**config.mk**
```make
export PLATFORM = sky130hd
export DESIGN_NAME = sio_regport
export DESIGN_NICKNAME = d
export VERILOG_FILES = /design/src/rtl/sio_pkg.sv /design/src/rtl/sio_sync.sv /design/src/rtl/sio_frame.sv /design/src/rtl/sio_regfile.sv /design/src/rtl/sio_regport.sv
export SDC_FILE = /design/constraint.sdc
export NUM_CORES = 1
export LEC_CHECK = 0
export BUFFER_PORTS_ARGS = -buffer_cell sky130_fd_sc_hd__buf_4
export CAP_MARGIN = 20
export CORE_ASPECT_RATIO = 1.75
export CORE_MARGIN = 1.5
export CORE_UTILIZATION = 60
export CTS_CLUSTER_SIZE = 24
export DETAILED_ROUTE_END_ITERATION = 16
export GPL_TIMING_DRIVEN = 0
export HOLD_SLACK_MARGIN = 0.06
export PLACE_DENSITY_LB_ADDON = 0.25
export RECOVER_POWER = 25
export SLEW_MARGIN = 5
export SYNTH_ARGS = -nofsm -noshare
export SYNTH_HDL_FRONTEND = slang
export SYNTH_SLANG_ARGS = --single-unit
```
**constraint.sdc**
```tcl
create_clock -name clk -period 4.25 [get_ports clk]
set_clock_uncertainty 0.1 [all_clocks]
set_input_delay 0.425 -clock clk [delete_from_list [all_inputs] [get_ports clk]]
set_output_delay 0.425 -clock clk [all_outputs]
set_load 0.03 [all_outputs]
```
**src/rtl/sio_pkg.sv**
```systemverilog
package sio_pkg;
    localparam int ADDR_W    = 5;
    localparam int DATA_W    = 8;
    localparam int SYNC_DEPTH = 2;

    localparam logic [ADDR_W-1:0] CTRL_ADDR = 5'h10;
    localparam int CTRL_MODE_BIT = 0;
    localparam int CTRL_RXQ_BIT  = 1;
    localparam int CTRL_TXQ_BIT  = 2;

    localparam int CMD_RW_BIT   = DATA_W - 1;
    localparam int CMD_ADDR_LSB = 1;

    typedef enum logic [1:0] {
        ST_IDLE = 2'd0,
        ST_CMD  = 2'd1,
        ST_RD   = 2'd2,
        ST_WR   = 2'd3
    } sio_state_t;
endpackage

```
**src/rtl/sio_sync.sv**
```systemverilog
module sio_sync #(
    parameter int         W       = 3,
    parameter int         STAGES  = 2,
    parameter logic [W-1:0] RST_VAL = '0
) (
    input  logic         clk,
    input  logic         rst_n,
    input  logic [W-1:0] d_in,
    output logic [W-1:0] q_out
);
    logic [W-1:0] chain [STAGES];

    always_ff @(posedge clk or negedge rst_n) begin
        if (!rst_n) begin
            for (int i = 0; i < STAGES; i++) chain[i] <= RST_VAL;
        end else begin
            chain[0] <= d_in;
            for (int i = 1; i < STAGES; i++) chain[i] <= chain[i-1];
        end
    end

    assign q_out = chain[STAGES-1];
endmodule

```
**src/rtl/sio_frame.sv**
```systemverilog
module sio_frame
    import sio_pkg::*;
#(
    parameter int AW = ADDR_W,
    parameter int DW = DATA_W
) (
    input  logic          clk,
    input  logic          rst_n,
    input  logic          sclk_s,
    input  logic          cs_n_s,
    input  logic          sdi_s,
    input  logic [DW-1:0] rd_data,
    output logic [AW-1:0] rd_addr,
    output logic          wr_en,
    output logic [AW-1:0] wr_addr,
    output logic [DW-1:0] wr_data,
    output logic          sdo,
    output logic          sdo_oe
);
    localparam int CNT_W = $clog2(DW);
    localparam logic [CNT_W-1:0] LAST_BIT = CNT_W'(DW - 1);

    sio_state_t state, state_nx;
    logic              sclk_d, cs_d;
    logic              sclk_rise, sclk_fall, cs_fall, cs_hi;
    logic [CNT_W-1:0]  bit_cnt;
    logic [DW-2:0]     in_sh;
    logic [DW-1:0]     full_byte, out_sh;
    logic [AW-1:0]     addr_q;
    logic              sdo_q, shifting, byte_done;

    // edge detection on synchronized inputs
    always_ff @(posedge clk or negedge rst_n) begin
        if (!rst_n) begin
            sclk_d <= 1'b0;
            cs_d   <= 1'b1;
        end else begin
            sclk_d <= sclk_s;
            cs_d   <= cs_n_s;
        end
    end

    assign sclk_rise = sclk_s & ~sclk_d;
    assign sclk_fall = ~sclk_s & sclk_d;
    assign cs_fall   = ~cs_n_s & cs_d;
    assign cs_hi     = cs_n_s;

    assign shifting  = (state == ST_CMD) || (state == ST_WR);
    assign full_byte = {in_sh, sdi_s};
    assign byte_done = shifting && sclk_rise && (bit_cnt == LAST_BIT);

    // state register
    always_ff @(posedge clk or negedge rst_n) begin
        if (!rst_n) state <= ST_IDLE;
        else        state <= state_nx;
    end

    // next state
    always_comb begin
        state_nx = state;
        unique case (state)
            ST_IDLE: if (cs_fall) state_nx = ST_CMD;
            ST_CMD: begin
                if (cs_hi)          state_nx = ST_IDLE;
                else if (byte_done) state_nx = full_byte[CMD_RW_BIT] ? ST_RD : ST_WR;
            end
            ST_RD: if (cs_hi) state_nx = ST_IDLE;
            ST_WR: if (cs_hi) state_nx = ST_IDLE;
        endcase
    end

    // shifting datapath
    always_ff @(posedge clk or negedge rst_n) begin
        if (!rst_n) begin
            bit_cnt <= '0;
            in_sh   <= '0;
            addr_q  <= '0;
            out_sh  <= '0;
            sdo_q   <= 1'b0;
        end else begin
            if (cs_hi) begin
                bit_cnt <= '0;
            end else if (shifting && sclk_rise) begin
                bit_cnt <= bit_cnt + 1'b1;
                in_sh   <= full_byte[DW-2:0];
            end
            if (state == ST_CMD && byte_done && !cs_hi) begin
                addr_q <= full_byte[CMD_ADDR_LSB +: AW];
                if (full_byte[CMD_RW_BIT]) out_sh <= rd_data;
            end
            if (state == ST_RD && sclk_fall) begin
                sdo_q  <= out_sh[DW-1];
                out_sh <= {out_sh[DW-2:0], out_sh[DW-1]};
            end
        end
    end

    // outputs
    always_comb begin
        rd_addr = (state == ST_CMD) ? full_byte[CMD_ADDR_LSB +: AW] : addr_q;
        wr_en   = (state == ST_WR) && byte_done;
        wr_addr = addr_q;
        wr_data = full_byte;
        sdo     = sdo_q;
        sdo_oe  = (state == ST_RD);
    end

    assert_idle_no_drive_R6: assert property (@(posedge clk) disable iff (!rst_n)
        cs_hi |=> !sdo_oe);
    assert_cnt_clear_R3: assert property (@(posedge clk) disable iff (!rst_n)
        cs_hi |=> (bit_cnt == '0));
    assert_write_locked_R7: assert property (@(posedge clk) disable iff (!rst_n)
        (state == ST_WR && !cs_hi) |=> (state == ST_WR));
    assert_read_locked_R7: assert property (@(posedge clk) disable iff (!rst_n)
        (state == ST_RD && !cs_hi) |=> (state == ST_RD));
endmodule

```
**src/rtl/sio_regfile.sv**
```systemverilog
module sio_regfile
    import sio_pkg::*;
#(
    parameter int AW = ADDR_W,
    parameter int DW = DATA_W
) (
    input  logic                    clk,
    input  logic                    rst_n,
    input  logic                    wr_en,
    input  logic [AW-1:0]           wr_addr,
    input  logic [DW-1:0]           wr_data,
    input  logic [AW-1:0]           rd_addr,
    output logic [DW-1:0]           rd_data,
    output logic [(DW<<AW)-1:0]     flat,
    output logic                    if_mode,
    output logic                    rx_quiet,
    output logic                    tx_quiet
);
    localparam int NREGS = 1 << AW;

    logic [DW-1:0] mem [NREGS];

    always_ff @(posedge clk or negedge rst_n) begin
        if (!rst_n) begin
            for (int i = 0; i < NREGS; i++) mem[i] <= '0;
        end else if (wr_en) begin
            mem[wr_addr] <= wr_data;
        end
    end

    assign rd_data = mem[rd_addr];

    for (genvar g = 0; g < NREGS; g++) begin : g_flat
        assign flat[g*DW +: DW] = mem[g];
    end

    assign if_mode  = mem[CTRL_ADDR][CTRL_MODE_BIT];
    assign rx_quiet = mem[CTRL_ADDR][CTRL_RXQ_BIT];
    assign tx_quiet = mem[CTRL_ADDR][CTRL_TXQ_BIT];

    assert_write_lands_R4: assert property (@(posedge clk) disable iff (!rst_n)
        wr_en |=> (mem[$past(wr_addr)] == $past(wr_data)));
    assert_ctrl_follows_R8: assert property (@(posedge clk) disable iff (!rst_n)
        (wr_en && wr_addr == CTRL_ADDR) |=>
            (if_mode == $past(wr_data[CTRL_MODE_BIT]) && tx_quiet == $past(wr_data[CTRL_TXQ_BIT])));
endmodule

```
**src/rtl/sio_regport.sv**
```systemverilog
module sio_regport
    import sio_pkg::*;
#(
    parameter int AW = ADDR_W,
    parameter int DW = DATA_W
) (
    input  logic                clk,
    input  logic                rst_n,
    input  logic                cs_n,
    input  logic                sclk,
    input  logic                sdi,
    output logic                sdo,
    output logic                sdo_oe,
    output logic [(DW<<AW)-1:0] reg_flat,
    output logic                if_mode,
    output logic                rx_quiet,
    output logic                tx_quiet
);
    logic [2:0]    pins_s;
    logic [AW-1:0] rd_addr, wr_addr;
    logic [DW-1:0] rd_data, wr_data;
    logic          wr_en;

    // bit 0 serial clock, bit 1 chip select, bit 2 data in
    sio_sync #(.W(3), .STAGES(SYNC_DEPTH), .RST_VAL(3'b010)) u_sync (
        .clk   (clk),
        .rst_n (rst_n),
        .d_in  ({sdi, cs_n, sclk}),
        .q_out (pins_s)
    );

    sio_frame #(.AW(AW), .DW(DW)) u_frame (
        .clk     (clk),
        .rst_n   (rst_n),
        .sclk_s  (pins_s[0]),
        .cs_n_s  (pins_s[1]),
        .sdi_s   (pins_s[2]),
        .rd_data (rd_data),
        .rd_addr (rd_addr),
        .wr_en   (wr_en),
        .wr_addr (wr_addr),
        .wr_data (wr_data),
        .sdo     (sdo),
        .sdo_oe  (sdo_oe)
    );

    sio_regfile #(.AW(AW), .DW(DW)) u_regs (
        .clk      (clk),
        .rst_n    (rst_n),
        .wr_en    (wr_en),
        .wr_addr  (wr_addr),
        .wr_data  (wr_data),
        .rd_addr  (rd_addr),
        .rd_data  (rd_data),
        .flat     (reg_flat),
        .if_mode  (if_mode),
        .rx_quiet (rx_quiet),
        .tx_quiet (tx_quiet)
    );
endmodule

```
* Yosys cells after proc, flatten, opt, wreduce, memory -nomap -nowiden
Cells that the tools add are included.
Word-level totals: bits in registers 290, input port bits 5, output and inout port bits 261, logic and storage cells 96
Operators by class: add/subtract/negate cells 1, order comparisons 3, equality and inequality tests 7, multiplexer cells 18, bitwise operators 8, reduce and logical (&&, ||, !) cells 17
Operator list (number):
- bitwise mux 256 bit | 1
- two-way mux 8 bit | 6
- binary-select mux 8 bit (select 5 bit) | 1
- demux 8 bit (select 5 bit) | 1
- >= comparator 6 bit, second input constant | 2
- NOT 5 -> 6 bit | 2
- two-way mux 2 bit | 4
- logical AND 1 bit | 7
- less-than comparator 6 x 1 -> 1 bit, second input constant | 1
- two-way mux 3 bit | 2
- case mux 2 bit (3 select lines) | 1
- nonzero test 2 bit | 3
- two-way mux 5 bit | 1
- equality test 2 bit, second input constant | 2
- inequality test 2 x 1 -> 1 bit, second input constant | 2
- AND reduction 2 bit | 2
- adder 3 x 1 -> 3 bit, second input constant | 1
- bitwise AND 1 bit | 3
- equality test 3 bit, second input constant | 1
- inequality test 3 x 2 -> 1 bit, second input constant | 1
- NOT 1 bit | 3
- AND reduction 3 bit | 1
- equality test 2 x 1 -> 1 bit, second input constant | 1
- logical NOT 2 bit | 1
- other kinds (4) | 4

* Longest topological paths before layout
word-level depth 9, mapped depth 12, mapped depth without buffers 9

* By module
From an unflattened synthesis, not the netlist that was laid out.
Unflattened totals: cell total of the unflattened synthesis 831, area total of the unflattened synthesis 13217.7 um2
By module, submodules not included:
- sio_regfile | instances 1, cells each 702, area each 11671.2 um2, seq. area each 6406.1 um2
- sio_frame | instances 1, cells each 120, area each 1371.3 um2, seq. area each 701.9 um2
- sio_sync | instances 1, cells each 9, area each 175.2 um2, seq. area each 152.6 um2

* Least setup slack after synthesis
Ideal clock, no wire load.
path type reg-to-reg, start point register u_frame.state[0], end point register u_frame.out_sh[6], library setup time 118 ps, arrival time 2098 ps, required time 4032 ps, path slack 1934 ps, stages on the path, launching flop included 10, buffers on the path 3, clock period less this slack 2316 ps, cells stage by stage dfrtp_1 buf_6 nor2b_4 buf_6 mux2i_1 buf_2 mux4_2 a22oi_1 o21ai_0 a21o_1
On the way: cells in the longest elaborated chain, start to end 9, elaborated cells between the ends (all ways) 20, those cells by class eq/ne: 3; mux: 7; bitwise: 1; reduce/logical: 9
Ends and longest elaborated chain:
- start: declaration | RTL line sio_frame.sv:23 | sio_state_t state, state_nx;
- start signal: assignment | RTL line sio_frame.sv:55 | else state <= state_nx;
- equality test 2 x 1 -> 1 bit | RTL line sio_frame.sv:48, sio_frame.sv:87, sio_frame.sv:100
- two-way mux 5 bit | RTL line sio_frame.sv:100 | rd_addr = (state == ST_CMD) ? full_byte[CMD_ADDR_LSB +: AW] : addr_q;
- NOT 5 -> 6 bit (implied by the code) | RTL line sio_regfile.sv:31 | assign rd_data = mem[rd_addr];
- binary-select mux 8 bit (select 5 bit) | RTL line sio_regfile.sv:31
- two-way mux 8 bit (implied by the code) (2 in a row) | RTL line sio_regfile.sv:31
- two-way mux 8 bit | RTL line sio_frame.sv:89 | if (full_byte[CMD_RW_BIT]) out_sh <= rd_data;
- two-way mux 8 bit | RTL line sio_frame.sv:87 | if (state == ST_CMD && byte_done && !cs_hi) begin
- two-way mux 8 bit | RTL line sio_frame.sv:91 | if (state == ST_RD && sclk_fall) begin
- end signal: assignment | RTL line sio_frame.sv:89
- end signal: assignment | RTL line sio_frame.sv:93 | out_sh <= {out_sh[DW-2:0], out_sh[DW-1]};
- end: declaration | RTL line sio_frame.sv:28 | logic [DW-1:0] full_byte, out_sh;
Parallel ways exist; a longest one is shown, timed or not. The select of a mux whose other input is x is not followed. A chain may end at the register's enable or synchronous reset.

* Worst setup path in the final report
start point register u_frame.state[0], end point register u_frame.out_sh[3]
The elaborated chain is that of the path after synthesis.

==> impl_metrics.env <==
export IMPL_status="finished with violations"
export IMPL_violations="max-capacitance violations, max-slew violations"
export IMPL_cp_arrival_ns=3.96
export IMPL_busiest_layer="met2"
export IMPL_maxSlewHeadroom_pct=-89.0
export IMPL_final_cell_area_sq_mm=0.0163
export IMPL_core_sq_mm=0.0216
export IMPL_gp_congestion=0.973
export IMPL_area_growth_pct=22.6
export IMPL_synth_adder_area_share_pct=0.188
export IMPL_synth_compound_area_share_pct=4.23
export IMPL_cts_tree="built"
export IMPL_met2_usage_pct=64.3
export IMPL_vdd_drop_max_uv=307
export IMPL_cts_buffers=26
export IMPL_overflow=0
export IMPL_final_cells=1579
export IMPL_seqPwrFrac_pct=47.7
export IMPL_muxShareOfSynthArea_pct=31.2
export IMPL_placed_cells=1527
export IMPL_cp_required_ns=4.54
export IMPL_grtUsageMet3_pct=6.10
export IMPL_syn_num_nets=975
export IMPL_dp_hpwl_microns=31100
export IMPL_grt_util_met1_pct=45.0
export IMPL_grtUsageTotal_pct=38.3
export IMPL_initial_core_util_pct=61.5
export IMPL_via_per_inst=6.35
export IMPL_min_period_over_period_pct=86.2
export IMPL_power_density_mw_per_mm2=359
export IMPL_min_path_type="flip-flop to flip-flop"
export IMPL_finalMaxSlewViolations=107
export IMPL_critPathMaxStageDelay_ns=0.78
export IMPL_max_clock_path_buffers=3
export IMPL_pwr_share_comb_pct=9.1
export IMPL_drt_wl_total_microns=44000
export IMPL_yosysTopAreaCell="dfrtp_1"
export IMPL_clock_root_buffer="clkbuf_16"
export IMPL_die_area_sq_mm=0.0231
export IMPL_ys_warn_count=0
export IMPL_cts_num_sinks=290
export IMPL_clk_latency_ns=0.54
export IMPL_drt_iter0_markers=864
export IMPL_pre_cts_ws_ns=0.919
export IMPL_nets=1274
export IMPL_worst_pin_slew_ns=2.84
export IMPL_synth_cells=968
export IMPL_endpoint_kind="flip-flop"
export IMPL_diodes=0
export IMPL_cp_max_fo=10
export IMPL_syn_area_per_cell_sq_um=13.7
export IMPL_grt_max_degree=109
export IMPL_routedWlPerCell_microns=27.9
export IMPL_clkTransAtPathRegs_ns=0.07
export IMPL_placed_area_sq_mm=0.0157
export IMPL_dr_pass1_iters=5
export IMPL_power_share_clock_pct=43.2
export IMPL_route_detailed_drc=0
export IMPL_ys_seq_area_share_pct=54.7
export IMPL_yosysTopAreaCellShare_pct=54.1
export IMPL_fmax_mhz=273
export IMPL_cp_num_buf_inv=3
export IMPL_synth_ff_type="dfrtp_1"
export IMPL_ys_async_sr_fraction_pct=100
export IMPL_synth_area_sq_mm=0.0133
export IMPL_drive_above_1_share_pct=44.1
export IMPL_internal_power_w=0.00435
export IMPL_yosys_top_cells_area="dfrtp_1, mux2_2, mux4_2, nand2_1, mux2i_1"
export IMPL_synth_top_family_by_area="multiplexers"
export IMPL_path_cells="clkbuf_1 -> nor2b_4 -> buf_6 -> mux2i_1 -> buf_2 -> mux4_2 -> a22oi_1 -> o21ai_1 -> nand2_1 -> o2111ai_1"
export IMPL_synth_seq_cells=290
export IMPL_period_needed_ns=3.67
export IMPL_port_buffers=265
export IMPL_cp_start_kind="flip-flop"
export IMPL_vias=10028
export IMPL_layout_common_cells="dfrtp_1, mux2_2, buf_4"
export IMPL_rsz0062_at_grt="false"
export IMPL_power_leakage_nw=8.15
export IMPL_synth_edff_count=0
export IMPL_grt_pass1_wl_microns=63500
export IMPL_grt_pass1_vias=10256
export IMPL_fin_ws_ns=0.585
export IMPL_die_w_microns=115
export IMPL_crit_slowest_cell="mux2i_1"
export IMPL_hold_violations=0
export IMPL_synth_simple_gate_area_share_pct=6.79
export IMPL_synth_xor_area_share_pct=0.0660
export IMPL_yosysUniqueCellTypes=47
export IMPL_rows=71
export IMPL_finalSetupViolCount=0
export IMPL_p_sw_share_pct=25.6
export IMPL_antenna_found_initial=0
export IMPL_htree_levels=1
export IMPL_path_delay_family="multiplexers"
export IMPL_die_y_microns=200
export IMPL_fill_cells=1533
export IMPL_layout_commonest_cell="dfrtp_1"
export IMPL_path_class="flip-flop to flip-flop"
export IMPL_ioPinCount=266
export IMPL_maxCapViolCount=1
export IMPL_ant_nets=0
export IMPL_fin_setup_tns_ns=0
export IMPL_p_sw_w=0.00149
flip-flops by register name (all words and copies together) (netlist names):
name,flops
u_frame.in_sh,7
u_frame.sdo,1
u_frame.out_sh,8
u_frame.cs_d,1
u_regs.flat,256
u_sync.chain,3
u_frame.bit_cnt,3
u_frame.wr_addr,5
u_sync.q_out,3
u_frame.sclk_d,1
u_frame.state,2
cell families after synthesis:
group / after synthesis
flops: 290
fa+ha+maj: 2
compound gates: 75
xor+xnor: 1
mux: 334
simple gates: 190
buf+inv: 76
power groups by stage:
stage	Combinational (W)	Sequential, W	Clock [W]
final	0.000533	0.00279	0.00252
after global routing	0.000549	0.00279	0.00262
after CTS	0.000522	0.00279	0.00252
after detailed placement	0.000518	0.00284	0
after global placement	0.000507	0.00284	0
after floorplan	0.000247	0.00283	0
worst register-to-register path: stages (launching register included):
cell and delay [ns]:
dfrtp_1 0.33, clkbuf_1 0.27, nor2b_4 0.21, buf_6 0.14, mux2i_1 0.78, buf_2 0.49, mux4_2 0.39, a22oi_1 0.40
o21ai_1 0.19, nand2_1 0.12, o2111ai_1 0.11
stage by stage:
step	total power (W)	utilization [%]	hold slack, ns
2_1_floorplan	0.00308	-	0.0294
3_3_place_gp	0.00334	72.4	0.232
3_5_place_dp	0.00336	72.7	0.239
4_1_cts	0.00582	77.1	0.246
5_1_grt	0.00596	75.4	0.251
6_report	0.00584	75.4	0.243
synth_stat cells (7+ instances only):
library cell	count
nor2_1	19
dfrtp_1	287
nand2_2	8
buf_2	13
a22oi_1	22
a31oi_1	8
clkbuf_1	46
mux2_2	271
nand2_1	106
o21ai_1	7
mux2i_1	26
mux4_2	36
nand3_1	21
o2111ai_1	13
per-layer routing:
layer  up-vias  part of all wire, %
li1       4127                    -
met1      5185                   35
met2       549                   51
met3       167                  6.9
met4         0                  7.7
met5         -                    0
worst paths after layout:
path	slack (ns)	depth (start not counted)	to	start
worst min register to register	0.24	0	u_sync.q_out[0]	u_sync.chain[3]
max in group asynchronous	1.14	2	u_regs.flat[181]	rst_n
worst max register to register	0.58	10	u_frame.out_sh[3]	u_frame.state[0]
min in group asynchronous	1.20	2	u_regs.flat[82]	rst_n
worst max-delay path	0.58	10	u_frame.out_sh[3]	u_frame.state[0]
worst min-delay path	0.24	0	u_sync.q_out[0]	u_sync.chain[3]
cell type report:
type                            instances  area, sq um  area share [%]
Sequential cell                       290         7260            44.6
Multi-Input combinational cell        602         5640            34.7
Timing Repair Buffer                  271         1740            10.7
Clock buffer                           34          722            4.44
Tap cell                              292          365            2.24
Buffer                                 71          347            2.13
Clock inverter                         14          185            1.14
Inverter                                5         18.8           0.115
timing repair:
| item | CTS | global route |
|---|---|---|
| hold buffers | 4 | 0 |
| setup buffers | 0 | 0 |
| resized for setup | 0 | 0 |
| endpoints found under the hold margin | 109 | 0 |
(Power assumes the default switching activity.)
